**src/rtl/evt_csr_pkg.sv**
```systemverilog
package evt_csr_pkg;

    localparam int DATA_W    = 8;
    localparam int ADDR_W    = 16;
    localparam int MODE_BITS = 5;
    localparam int EVT_BITS  = 3;
    localparam int AGED_SRC  = 2;

    typedef enum logic [2:0] {
        SEL_MODE,
        SEL_PRST,
        SEL_MASK,
        SEL_STAT,
        SEL_AGE,
        SEL_NONE
    } csr_sel_e;

    typedef struct packed {
        logic cell_drop;
        logic addr_err;
        logic phy_irq;
    } evt_vec_t;

    function automatic csr_sel_e csr_decode(input logic [ADDR_W-1:0] a,
                                            input logic [ADDR_W-1:0] base);
        logic [ADDR_W-1:0] off;
        off = a - base;
        case (off)
            16'd0:   return SEL_MODE;
            16'd1:   return SEL_PRST;
            16'd2:   return SEL_MASK;
            16'd3:   return SEL_STAT;
            16'd4:   return SEL_AGE;
            default: return SEL_NONE;
        endcase
    endfunction

endpackage

```
**src/rtl/evt_pin_sync.sv**
```systemverilog
module evt_pin_sync #(
    parameter int STAGES = 2
) (
    input  logic clk,
    input  logic rst,
    input  logic din,
    output logic rise
);
    logic [STAGES:0] chain;

    always_ff @(posedge clk) begin
        if (rst) chain <= '0;
        else     chain <= {chain[STAGES-1:0], din};
    end

    assign rise = chain[STAGES-1] & ~chain[STAGES];
endmodule

```
**src/rtl/evt_age_timer.sv**
```systemverilog
module evt_age_timer #(
    parameter int LIMIT = 2500000
) (
    input  logic clk,
    input  logic rst,
    input  logic active,
    output logic expired
);
    localparam int CW = $clog2(LIMIT + 1);
    localparam logic [CW-1:0] LIM = CW'(LIMIT);

    logic [CW-1:0] cnt;

    always_ff @(posedge clk) begin
        if (rst || !active) cnt <= '0;
        else if (cnt != LIM) cnt <= cnt + 1'b1;
    end

    assign expired = active && (cnt == LIM);
endmodule

```
**src/rtl/phy_rst_pulser.sv**
```systemverilog
module phy_rst_pulser #(
    parameter int PULSE = 16
) (
    input  logic clk,
    input  logic rst,
    input  logic fire,
    output logic busy
);
    localparam int CW = $clog2(PULSE);
    localparam logic [CW-1:0] LAST = CW'(PULSE - 1);

    logic [CW-1:0] cnt;

    always_ff @(posedge clk) begin
        if (rst) begin
            busy <= 1'b0;
            cnt  <= '0;
        end else if (fire) begin
            busy <= 1'b1;
            cnt  <= '0;
        end else if (busy) begin
            if (cnt == LAST) busy <= 1'b0;
            else             cnt  <= cnt + 1'b1;
        end
    end
endmodule

```
**src/rtl/evt_csr_bank.sv**
```systemverilog
module evt_csr_bank
    import evt_csr_pkg::*;
#(
    parameter logic [15:0] BASE_ADDR    = 16'h8006,
    parameter int          AGE_CYCLES   = 2500000,
    parameter int          PULSE_CYCLES = 16,
    parameter int          SYNC_STAGES  = 2
) (
    input  logic                 clk,
    input  logic                 rst,
    input  logic [MODE_BITS-1:0] strap_mode,
    input  logic                 wr_en,
    input  logic [ADDR_W-1:0]    addr,
    input  logic [DATA_W-1:0]    wr_data,
    output logic [DATA_W-1:0]    rd_data,
    input  logic                 phy_irq_pin,
    input  logic                 rx_addr_err,
    input  logic                 tx_cell_drop,
    output logic [AGED_SRC-1:0]  notify_req,
    output logic                 phy_rst_n,
    output logic [MODE_BITS-1:0] mode_cfg
);
    csr_sel_e sel;
    logic wr_mode, wr_prst, wr_mask, wr_stat;
    logic irq_rise;
    evt_vec_t evt_in;
    logic [EVT_BITS-1:0]  status_q, status_d, w1c;
    logic [AGED_SRC-1:0]  mask_q, notify_q, age_flag;
    logic [MODE_BITS-1:0] mode_q;
    logic prst_busy;
    logic unused_wdata;

    assign sel     = csr_decode(addr, BASE_ADDR);
    assign wr_mode = wr_en && (sel == SEL_MODE);
    assign wr_prst = wr_en && (sel == SEL_PRST);
    assign wr_mask = wr_en && (sel == SEL_MASK);
    assign wr_stat = wr_en && (sel == SEL_STAT);
    assign unused_wdata = ^wr_data[DATA_W-1:MODE_BITS];

    evt_pin_sync #(.STAGES(SYNC_STAGES)) u_irq_sync (
        .clk  (clk),
        .rst  (rst),
        .din  (phy_irq_pin),
        .rise (irq_rise)
    );

    always_comb begin
        evt_in.phy_irq   = irq_rise;
        evt_in.addr_err  = rx_addr_err;
        evt_in.cell_drop = tx_cell_drop;
        w1c      = wr_stat ? wr_data[EVT_BITS-1:0] : '0;
        status_d = (status_q & ~w1c) | evt_in;
    end

    always_ff @(posedge clk) begin
        if (rst) begin
            status_q <= '0;
            notify_q <= '0;
            mask_q   <= '0;
            mode_q   <= strap_mode;
        end else begin
            status_q <= status_d;
            notify_q <= status_d[AGED_SRC-1:0] & ~status_q[AGED_SRC-1:0] & mask_q;
            if (wr_mask) mask_q <= wr_data[AGED_SRC-1:0];
            if (wr_mode) mode_q <= wr_data[MODE_BITS-1:0];
        end
    end

    for (genvar g = 0; g < AGED_SRC; g++) begin : g_age
        evt_age_timer #(.LIMIT(AGE_CYCLES)) u_age (
            .clk     (clk),
            .rst     (rst),
            .active  (status_q[g]),
            .expired (age_flag[g])
        );
    end

    phy_rst_pulser #(.PULSE(PULSE_CYCLES)) u_prst (
        .clk  (clk),
        .rst  (rst),
        .fire (wr_prst && wr_data[0]),
        .busy (prst_busy)
    );

    always_comb begin
        rd_data = '0;
        case (sel)
            SEL_MODE: rd_data[MODE_BITS-1:0] = mode_q;
            SEL_PRST: rd_data[0]             = prst_busy;
            SEL_MASK: rd_data[AGED_SRC-1:0]  = mask_q;
            SEL_STAT: rd_data[EVT_BITS-1:0]  = status_q;
            SEL_AGE:  rd_data[AGED_SRC-1:0]  = age_flag;
            default:  rd_data = '0;
        endcase
    end

    assign notify_req = notify_q;
    assign phy_rst_n  = ~prst_busy;
    assign mode_cfg   = mode_q;
endmodule

```
**config.mk**
```make
export PLATFORM = sky130hd
export DESIGN_NAME = evt_csr_bank
export DESIGN_NICKNAME = d
export VERILOG_FILES = /design/src/rtl/evt_csr_pkg.sv /design/src/rtl/evt_pin_sync.sv /design/src/rtl/evt_age_timer.sv /design/src/rtl/phy_rst_pulser.sv /design/src/rtl/evt_csr_bank.sv
export SDC_FILE = /design/constraint.sdc
export NUM_CORES = 1
export LEC_CHECK = 0
export BUFFER_PORTS_ARGS = -buffer_cell sky130_fd_sc_hd__buf_2
export CORE_MARGIN = 2
export CORE_UTILIZATION = 30
export CTS_CLUSTER_DIAMETER = 50
export DETAILED_ROUTE_END_ITERATION = 10
export MAX_ROUTING_LAYER = met4
export PLACE_DENSITY_LB_ADDON = 0.1
export SLEW_MARGIN = 0
export SYNTH_ARGS = -nofsm -noshare
export SYNTH_HDL_FRONTEND = slang
export SYNTH_SLANG_ARGS = --single-unit
```
**constraint.sdc**
```tcl
create_clock -name clk -period 2.4 [get_ports clk]
set_input_delay 0 -clock clk [delete_from_list [all_inputs] [get_ports clk]]
set_output_delay 0 -clock clk [all_outputs]
set_load 0.01 [all_outputs]
```
==> metrics.txt, run 1 <==
CTS H-tree depth 3; max incr delay on CP roughly 380 ps; critical path's top delay family simple AND/OR/NAND/NOR gates; Synth top area share between 30% and 40%; Core ar. between 10000 and 15000 sq um; clk sinks 64; clk slew on worst S/H paths ~80 ps; CTS tree built; Via density 4.741; Worst EP arrival 2210 ps; vias in the first global route around 2500; Ports just over 50; post-route design area 3933 sq um; largest net degree at the start of global routing 24; Crit Path Class flop to primary output; register area around 1300 sq um; Die Span Y 107.0 um; worst-skew pair later-pin latency 340 ps; initial antenna violation count 0; global-route wire length before repair roughly 12 mm; Int Power about 1.8 mW; root buf cell clkbuf_8; Fmax ~450 MHz; initial core utilization between 30% and 40%; final period utilization about nine tenths; Seq/Total Area, Yosys 41.79%; routed wire length 7.044 mm; Area growth syn-to-layout 23.45%; Max-cap violations 0; Switching Share a little under a quarter; die width 107.0 um; fillcell total around 1100; num rows 37; detailed-route DRC error count 0; Yosys cell types 50; Synth area leaders dfxtp_1 37%, xor2_1 6.0%, nor2_1 5.4%; # port buffers 44; RSZ-0062 raised after global routing false; Tmin final 2207 ps; Crit-path slowest cell nor4_4; Synth area leader dfxtp_1; fraction of layout cells with a size suffix above 1 between 20% and 30%; final cell count without fillers 560; Routed WL per cell ~13 um; crit end category primary output; final setup violation count 0; n_diodes 0; Final #Nets 460; buffers plus inverters on the worst setup path 1; Placed Cells incl. Taps 530; routed via count 2655; Tot GR Track Use a little over an eighth; Syn Area/Cell between 9 and 10 sq um; cells after synthesis 353; clock tree buffer depth 2; WHS about 90 ps; required time worst endpoint ~2400 ps; 1st-pass router iterations 4; Pwr Density a little under 600 nW/um^2; GP Congestion 0.7875; CP Launch Type flop; Hold Crit Class primary input to flop; Tot Pwr between 2 and 2.5 mW; logic gate share of total power 6.7%; total grt overflow 0; HPWL after DPL roughly 5 mm; Max Slew Vio Count 0; Final ANT Viol Nets 0; P_sw around 530 uW; synth warn 0; Clock Skew around 14 ps; Multi-input gate area 1764 sq um; drt first-iter violations slightly below 90; Reg power frac about half; CP Max Fanout 5; Final Hold Viols 0; dpl cell area between 3000 and 4000 sq um; synthesis-stage register bit count between 60 and 70; setup TNS 0 ps; P_leak around 1.4 nW; status finished clean; crit-path cells nor4b_1, and4_1, nand3_1, nor4_4, nand4_1, a21oi_1, buf_2; clock share of power about 45%; die area 11460 sq um; Post-Syn Area 3186 sq um; Num CTS Buffers 9; post_cts resized 0; Worst IR Drop VDD 0.2583 mV
stage by stage:
| step | worst slack (ps) | util [%] |
|---|---|---|
| floorplan | 604.9 | - |
| global placement | 338.5 | 34.60 |
| detailed placement | 321.0 | 34.60 |
| CTS | 46.20 | 38.09 |
| global route | 8.141 | 38.09 |
| finish | 192.7 | 38.09 |
final timing paths:
| check | slack (ps) | cells after the start | from | end |
|---|---|---|---|---|
| max | 190 | 7 | g_age[0].u_age.cnt[6] | rd_data[0] |
| min | 90 | 2 | rst | u_irq_sync.chain[0] |
| max reg2reg | 600 | 6 | g_age[0].u_age.cnt[6] | g_age[0].u_age.cnt[1] |
| min reg2reg | 450 | 1 | u_irq_sync.chain[0] | u_irq_sync.chain[1] |
flip-flops by register name (all words and copies together) (netlist names):
register / count
u_irq_sync.chain: 3
u_prst.busy: 1
mask_q: 2
status_q: 3
mode_cfg: 5
u_prst.cnt: 4
g_age.u_age.cnt: 44
notify_req: 2
final cells by class:
type                            count  share of cell area (%)
Clock inverter                      7                   2.450
Multi-Input combinational cell    268                   44.86
Tap cell                          136                   4.327
Inverter                           13                   1.241
Timing Repair Buffer               63                   10.12
Sequential cell                    64                   33.85
Clock buffer                        9                   3.150
repair_timing:
| item | in CTS | in global routing |
|---|---|---|
| endpoints found under the hold margin | 12 | 0 |
| buffers inserted | 0 | 0 |
| endpoints found under the setup margin | 0 | 2 |
| hold buffers | 14 | 0 |
layer usage:
layer	GRT usage (%)	vias up	share of wire, %
li1	-	1380	-
met1	18.23	1213	52
met2	19.85	58	43
met3	4.073	4	4.5
met4	4.453	0	0.65
met5	-	-	0
synth_stat cells (all sizes together):
cell type / instances
a211oi: 2
a21boi: 1
a21oi: 13
a22oi: 1
a311oi: 2
a31o: 1
a31oi: 3
a41o: 1
and2: 2
and3: 7
and3b: 1
and4: 4
and4bb: 1
buf: 3
clkbuf: 7
conb: 1
dfxtp: 59
edfxtp: 5
ha: 6
inv: 13
mux2: 6
mux2i: 3
mux4: 1
nand2: 14
nand2b: 6
nand3: 23
nand3b: 1
nand4: 15
nor2: 47
nor2b: 11
nor3: 15
nor3b: 3
nor4: 4
nor4b: 7
o211a: 1
o211ai: 3
o21ai: 11
o21ba: 1
o31ai: 1
or3: 7
or3b: 2
xnor2: 16
xor2: 22
cell families after synthesis:
| group | share of synthesized area, % |
|---|---|
| buf+inv | 3.064 |
| fa+ha+maj | 2.357 |
| flops | 41.79 |
| simple gates | 30.28 |
| compound gates | 8.170 |
| other cells | 0.1177 |
| mux | 3.770 |
| xor+xnor | 10.45 |
layout by cell type, fill, tap and decap left out, types with 13 or more instances in the layout:
cell type	Yosys	final
dfxtp_1	59	59
nand2_1	14	14
xnor2_1	16	16
nor3_1	14	14
nor2_1	46	46
xor2_1	22	22
buf_2	0	44
a21oi_1	13	13
nand4_1	14	14
nand3_1	23	23
dlygate4sd3_1	0	14
inv_1	13	13
power by group through the flow:
stage          combinational (mW)  sequential (mW)  clock [mW]
2_1_floorplan              0.0732             1.13           0
3_3_place_gp                0.136             1.13           0
3_5_place_dp                0.135             1.13           0
4_1_cts                     0.154             1.10        1.07
5_1_grt                     0.171             1.10        1.11
6_report                    0.154             1.10        1.03
Note: power is estimated with default switching activity, not from simulation.
==> run 2: changes to the inputs <==
Settings changed: ABC_AREA from default to 1.
==> run 2 against run 1 <==
  * Count of clock-buffer cells in the layout is 1 higher
  * Wire length is 16% higher
  * Via count is 22% higher
  * Critical path type is now primary input to flop
  * Largest power group is now clock
  * Highest routed layer unchanged
==> metrics.txt, run 2 <==
Final Hold Viols 0 (unchanged); Reg2Reg Capture Point g_age[0].u_age.cnt[20]; final core utilization 37.98% (-0.12 points); crit-path cells buf_2, ha_1, inv_1, nand2_2, nor2_2, nand2_1, nand2_1, nand2_1, nor2_2, nand3_4, clkinv_2, nand2_4, nor2_4, nand3_1, nand2_1, a21oi_1, dlygate4sd3_1; status finished clean; max FFs per register 44 (unchanged); Min-Delay Startpoint rst; fraction of layout cells with a size suffix above 1 17.64% (-2.4 points); worst reg2reg path startpoint g_age[0].u_age.cnt[0]; die area 12390 sq um (+8.1%); Int Power 1.939 mW (+11%); clk sinks 64 (unchanged); Post-Synth Adder-Cell Area 2.173% (-0.18 points); Crit-path slowest cell dlygate4sd3_1; Synth area leaders dfxtp_1 34%, nand2_1 9.6%, inv_1 8.5%; RSZ-0062 raised after global routing false; Area growth syn-to-layout 24.45%; Max Slew Vio Count 0 (unchanged); Die Span Y 111.3 um (+4.0%); CP Max Fanout 7 (+2); required time worst endpoint 2620 ps (+220 ps); largest net degree at the start of global routing 18 (-25%); Biggest register g_age.u_age.cnt; clk slew on worst S/H paths 60 ps (-20 ps); Tmin final 2052 ps (-155.7 ps); max incr delay on CP 570 ps (+190 ps); n_diodes 0 (unchanged); CTS tree built; synth warn 0 (unchanged); crit end category flop; worst-skew pair later-pin latency 330 ps (about the same); number of synthesized flops with an enable pin 5 (unchanged); commonest cells after routing, fill and taps aside 88 x nand2_1, 78 x inv_1, 59 x dfxtp_1; Clock Skew 7.788 ps (-5.743 ps); Multi-input gate area 1777 sq um (+0.71%); Fmax 487.4 MHz (+7.6%); logic gate share of total power 6.9% (+0.2 points); total grt overflow 0 (unchanged); post-synthesis async set-or-reset flop share 0% (unchanged); global-route wire length before repair 14.43 mm (+19%); Hold Crit Class primary input to flop; clock share of power 49.9% (+4.9 points); Core ar. 11320 sq um (+9.7%); initial core utilization 30.52% (-0.34 points); Final #Nets 603 (+31%); setup TNS 0 ps (unchanged); Final ANT Viol Nets 0 (unchanged); final period utilization 85.48% (-6.5 points); root buf cell clkbuf_16; final setup violation count 0 (unchanged); routed wire length 8.175 mm (+16%); P_leak 1.693 nW (+22%); Via density 4.576 (-3.5%); Synth Area in Compound Gates 12.42% (+4.3 points); post-CTS setup buffer count 0 (unchanged); most instantiated cells after synthesis 88 x nand2_1, 78 x inv_1, 59 x dfxtp_1; register area 1331 sq um (unchanged); largest family of logic cells by synthesized area simple AND/OR/NAND/NOR gates; 1st-pass router iterations 4 (unchanged); Worst IR Drop VDD 0.3996 mV (+55%); most used cell, CP nand2_1; r2r setup slk 380 ps (-220 ps); Post-Synth XOR/XNOR Area 1.268% (-9.2 points); post-synthesis mux area share 0% (-3.8 points); Synth area leader dfxtp_1; # port buffers 44 (unchanged); Worst EP arrival 2270 ps (+60 ps); CTS H-tree depth 3 (unchanged); R2R cell count 12 (+6); Tot GR Track Use 14.72% (+1.0 points); Post-Syn Area 3455 sq um (+8.4%); simple-gate portion of the synthesized area 35.24% (+5.0 points); Hold Crit Endpoint u_irq_sync.chain[1]; Placed Cells incl. Taps 680 (+28%); Yosys cell types 41 (-18%); cells after synthesis 494 (+40%); Routed WL per cell 11.51 um (-8.5%); Hold Path Stages 2 (unchanged); Max-cap violations 0 (unchanged); buffers plus inverters on the worst setup path 4 (+3); HPWL after DPL 6.218 mm (+22%); Ports 51 (unchanged); num rows 39 (+5.4%); drt first-iter violations 134 (+51%); Pwr Density 594.4 nW/um^2 (+2.4%); Syn Area/Cell 6.993 sq um (-23%); Seq/Total Area, Yosys 38.54% (-3.3 points); clock tree buffer depth 2 (unchanged); Worst-Margin Slew 510.7 ps; P_sw 616.3 uW (+16%); fillcell total 1239 (+17%); routed via count 3249 (+22%); vias in the first global route 3176 (+25%); Reg power frac 43.2% (-5.1 points); Rel. slew slack about two thirds; top_reg_cell synth dfxtp_1; critical path's top delay family simple AND/OR/NAND/NOR gates; Switching Share 24.12% (+0.90 points); final cell count without fillers 710 (+27%); die width 111.3 um (+4.0%); GP Congestion 0.8068 (+2.5%); Crit Path Class primary input to flop; synthesis-stage register bit count 64 (unchanged); most common cell in the netlist nand2_1; Num CTS Buffers 9 (unchanged); detailed-route DRC error count 0 (unchanged); CP Launch Type primary input; Synth top area share 34.19% (-2.9 points); most common cell after layout, fill and taps aside nand2_1; initial antenna violation count 0 (unchanged)
run 2: changes by cell type after synthesis, sizes merged, moves of 16 or more:
cell and change:
nor2 +16, a21oi +26, inv +68, o21ai +26, nand2 +77, xor2 -18
run 2: worst max path at each step:
| stage | startpoint | end | slack, ps | cells after the start |
|---|---|---|---|---|
| final | addr[1] | status_q[2] | 350 | 17 |
| after global routing | g_age[0].u_age.cnt[0] | g_age[0].u_age.cnt[20] | 60 | 12 |
| after CTS | g_age[0].u_age.cnt[0] | g_age[0].u_age.cnt[20] | 350 | 12 |
| after detailed placement | addr[1] | mode_cfg[0] | 190 | 14 |
| after global placement | addr[1] | mode_cfg[4] | 220 | 14 |
| after floorplan | addr[1] | mode_cfg[0] | 380 | 12 |
run 2: routing by layer:
layer / share of wire (%) / routed length (um) / GRT usage [%]
met1: 48 / 3888 / 17.71
met2: 48 / 3905 / 23.70
met3: 2.8 / 227 / 3.773
met4: 1.9 / 153 / 5.761
met5: 0 / 0 / -
run 2: cell type report:
cell class / instances / area share [%]
multi-input cells: 341 / 41.33
flip-flops and latches: 64 / 30.97
repair buffers: 63 / 9.255
inverters: 83 / 7.276
clock buffers: 10 / 5.821
well taps: 143 / 4.162
clock inverters: 6 / 1.193
run 2: cell families (layout without fill, tap and decap cells):
logic type      after synthesis  after routing
compound gates               83             83
xor+xnor                      5              5
fa+ha+maj                     6              6
buf+inv                      91            162
flops                        64             64
other cells                   1              3
simple gates                244            244
run 2: through the flow:
| step | instance area (sq um) | hold slack [ps] | total power [mW] | setup slack, ps |
|---|---|---|---|---|
| floorplan | 3462 | 107.0 | 1.218 | 384.7 |
| global placement | 3857 | 215.6 | 1.281 | 218.6 |
| detailed placement | 3857 | 219.2 | 1.284 | 190.7 |
| CTS | 4299 | 18.47 | 2.602 | 354.7 |
| global route | 4299 | 61.82 | 2.660 | 59.86 |
| finish | 4299 | 35.61 | 2.555 | 348.4 |
run 2: timing repair:
action,CTS,global route
endpoints found under the setup margin,0,0
endpoints found under the hold margin,12,0
hold buffers,14,0
gates resized for setup,0,0
run 2: power groups by stage:
stage	logic, mW	registers, mW	clock network (mW)
after CTS	0.176	1.10	1.32
after global placement	0.154	1.13	0
after global routing	0.201	1.11	1.35
after floorplan	0.0894	1.13	0
final	0.175	1.10	1.28
after detailed placement	0.156	1.13	0
run 2: worst register-to-register path: cells and delay by family, from the launching register on:
kind | cells | cell delay (ps)
simple gates | 8 | 1010
flops | 1 | 390
fa+ha+maj | 1 | 190
buf+inv | 2 | 170
xor+xnor | 1 | 170
==> run 3: changes to the inputs <==
Settings changed: SYNTH_HIERARCHICAL from default to 1.
==> run 3 against run 2 <==
  * Hold slack worse by 17 ps
  * Combinational power down 7%
  * Global-route usage up 0.77 points
  * Sequential power about the same
  * Clock skew up 2.6 ps
  * Cell count up 21%
==> metrics.txt, run 3 <==
post-route design area 4688 sq um (+9.1%); global-route wire length before repair 16.87 mm (+17%); max FFs per register 44 (unchanged); clk sinks 64 (unchanged); n_diodes 0 (unchanged); Core ar. 12620 sq um (+11%); Tmin final 1986 ps (-65.87 ps); Synth area leader dfxtp_1; largest net degree at the start of global routing 24 (+6); Hold Crit Class primary input to flop; CTS tree built; final setup violation count 0 (unchanged); most common cell in the netlist nand2_1; dpl cell area 4322 sq um (+12%); die area 13880 sq um (+12%); Ports 51 (unchanged); P_leak 1.825 nW (+7.8%); Placed Cells incl. Taps 832 (+22%); fraction of layout cells with a size suffix above 1 13.41% (-4.2 points); final period utilization 82.74% (-2.7 points); drt first-iter violations 210 (+57%); Clock Skew 10.41 ps (+2.622 ps); Post-Syn Area 3885 sq um (+12%); vias in the first global route 3589 (+13%); total grt overflow 0 (unchanged); Crit-path slowest cell dfxtp_1; number of synthesized flops with an enable pin 5 (unchanged); post_cts resized 0 (unchanged); post-CTS setup buffer count 0 (unchanged); CP Max Fanout 4 (-3); Seq/Total Area, Yosys 34.27% (-4.3 points); final cell count without fillers 858 (+21%); most common cell after layout, fill and taps aside nand2_1; Max-cap violations 0 (unchanged); Num CTS Buffers 9 (unchanged); Die Span Y 117.8 um (+5.8%); cells after synthesis 616 (+25%); Synth top area share 30.40% (-3.8 points); Final #Nets 724 (+20%); die width 117.8 um (+5.8%); initial core utilization 30.79% (+0.27 points); max incr delay on CP 340 ps (-230 ps); CTS H-tree depth 3 (unchanged); CP Launch Type flop; WHS 19.05 ps (-16.56 ps); status finished clean; top_reg_cell synth dfxtp_1; Routed WL per cell 11.63 um (+1.0%); setup TNS 0 ps (unchanged); # port buffers 44 (unchanged); Biggest register g_age.u_age/cnt; synthesis-stage register bit count 64 (unchanged); post-synthesis async set-or-reset flop share 0% (unchanged); clk slew on worst S/H paths 50 ps (about the same); Tot GR Track Use 15.50% (+0.77 points); Pwr Density 511.1 nW/um^2 (-14%); Worst EP arrival 1990 ps (-280 ps); crit-path cells inv_1, ha_1, nand3_1, nor2_1, nand2_1, nor3_1, nand3_1, o21ai_1, inv_1, nand2_1, buf_2; Area growth syn-to-layout 20.68%; root buf cell clkbuf_16; Final Hold Viols 0 (unchanged); Syn Area/Cell 6.307 sq um (-9.8%); Final ANT Viol Nets 0 (unchanged); clock tree buffer depth 2 (unchanged); GP Congestion 0.8769 (+8.7%); synth warn 6 (+6); Synth area leaders dfxtp_1 30%, nand2_1 13%, nor2_1 12%; commonest cells after routing, fill and taps aside 133 x nand2_1, 122 x nor2_1, 90 x inv_1; crit end category primary output; r2r setup slk 900 ps (+520 ps); Tot Pwr 2.396 mW (-6.2%); Yosys cell types 32 (-22%); CTS hold repair buffers 12 (-2); Via density 4.587 (+0.25%); HPWL after DPL 7.803 mm (+25%); 1st-pass router iterations 4 (unchanged); required time worst endpoint 2400 ps (-220 ps); num rows 41 (+5.1%); initial antenna violation count 0 (unchanged); worst-skew pair later-pin latency 330 ps (about the same); routed via count 3936 (+21%); RSZ-0062 raised after global routing false; Crit Path Class flop to primary output; Fmax 503.6 MHz (+3.3%); detailed-route DRC error count 0 (unchanged); Worst IR Drop VDD 0.2886 mV (-28%); most instantiated cells after synthesis 133 x nand2_1, 122 x nor2_1, 90 x inv_1; Max Slew Vio Count 0 (unchanged); routed wire length 9.982 mm (+22%)
run 3: cell count changes after synthesis, moves of 4 or more:
cell      change
or2_2         -4
nor2_1       +73
nand3b_1      +6
nand4_1      +18
nor3b_1       -4
inv_1        +12
nand2_2       +7
a21oi_1       -8
o21ai_0       -9
nor3_1        -9
nand2_1      +45
nand3_1      +16
nor4_1        -6
run 3: final timing paths:
check / startpoint / end / cells after the start
max: g_age[0].u_age/cnt[0] / rd_data[0] / 11
min: wr_data[2] / mode_cfg[2] / 3
max reg2reg: g_age[0].u_age/cnt[0] / g_age[0].u_age/cnt[18] / 8
min reg2reg: u_irq_sync/chain[0] / u_irq_sync/chain[1] / 2
run 3: power by group:
group	leakage [nW]	internal (mW)	switching [mW]
sequential	0.525	1.09	0.00961
clock	0.122	0.683	0.447
combinational	1.18	0.0688	0.0929
total	1.82	1.85	0.550
run 3: cells by family (layout without fill, tap and decap cells):
group           after synthesis  after routing  synth area share (%)
buf+inv                     101            169                 10.14
fa+ha+maj                     6              6                 1.932
other cells                   1              3               0.09653
simple gates                377            377                 44.19
compound gates               63             63                 8.470
flops                        64             64                 34.27
xor+xnor                      4              4                0.9017
run 3: critical path: cells and delay by family (launching register included):
family                     cells  cell delay [ps]
DFF                            1              340
AOI/OAI and AO/OA              1               80
adders and majority gates      1              210
buffers and inverters          3              280
and+or+nand+nor                6              750
run 3: per-layer routing:
| metal | track usage, % | vias to the layer above | share of wire, % | wire length [um] |
|---|---|---|---|---|
| met5 | - | - | 0 | 0 |
| met4 | 5.045 | 0 | 0.96 | 96 |
| met3 | 4.748 | 8 | 3.6 | 361 |
| met2 | 23.00 | 74 | 45 | 4443 |
| met1 | 20.10 | 1746 | 51 | 5081 |
| li1 | - | 2108 | - | - |
run 3: layout make-up:
| class | count | area (sq um) |
|---|---|---|
| fill | 1394 | 7931 |
| inverter | 95 | 357.8 |
| clock buffer | 12 | 236.5 |
| timing repair buffer | 60 | 370.4 |
| multi-input combinational | 453 | 2167 |
| clock inverter | 2 | 10.01 |
| sequential | 64 | 1331 |
| tap | 172 | 215.2 |
run 3: through the flow:
stage               util, %  setup slack (ps)
global placement      34.25             228.6
floorplan                 -             556.6
finish                37.15             414.3
global route          37.15             229.4
detailed placement    34.25             116.3
CTS                   37.15             424.4
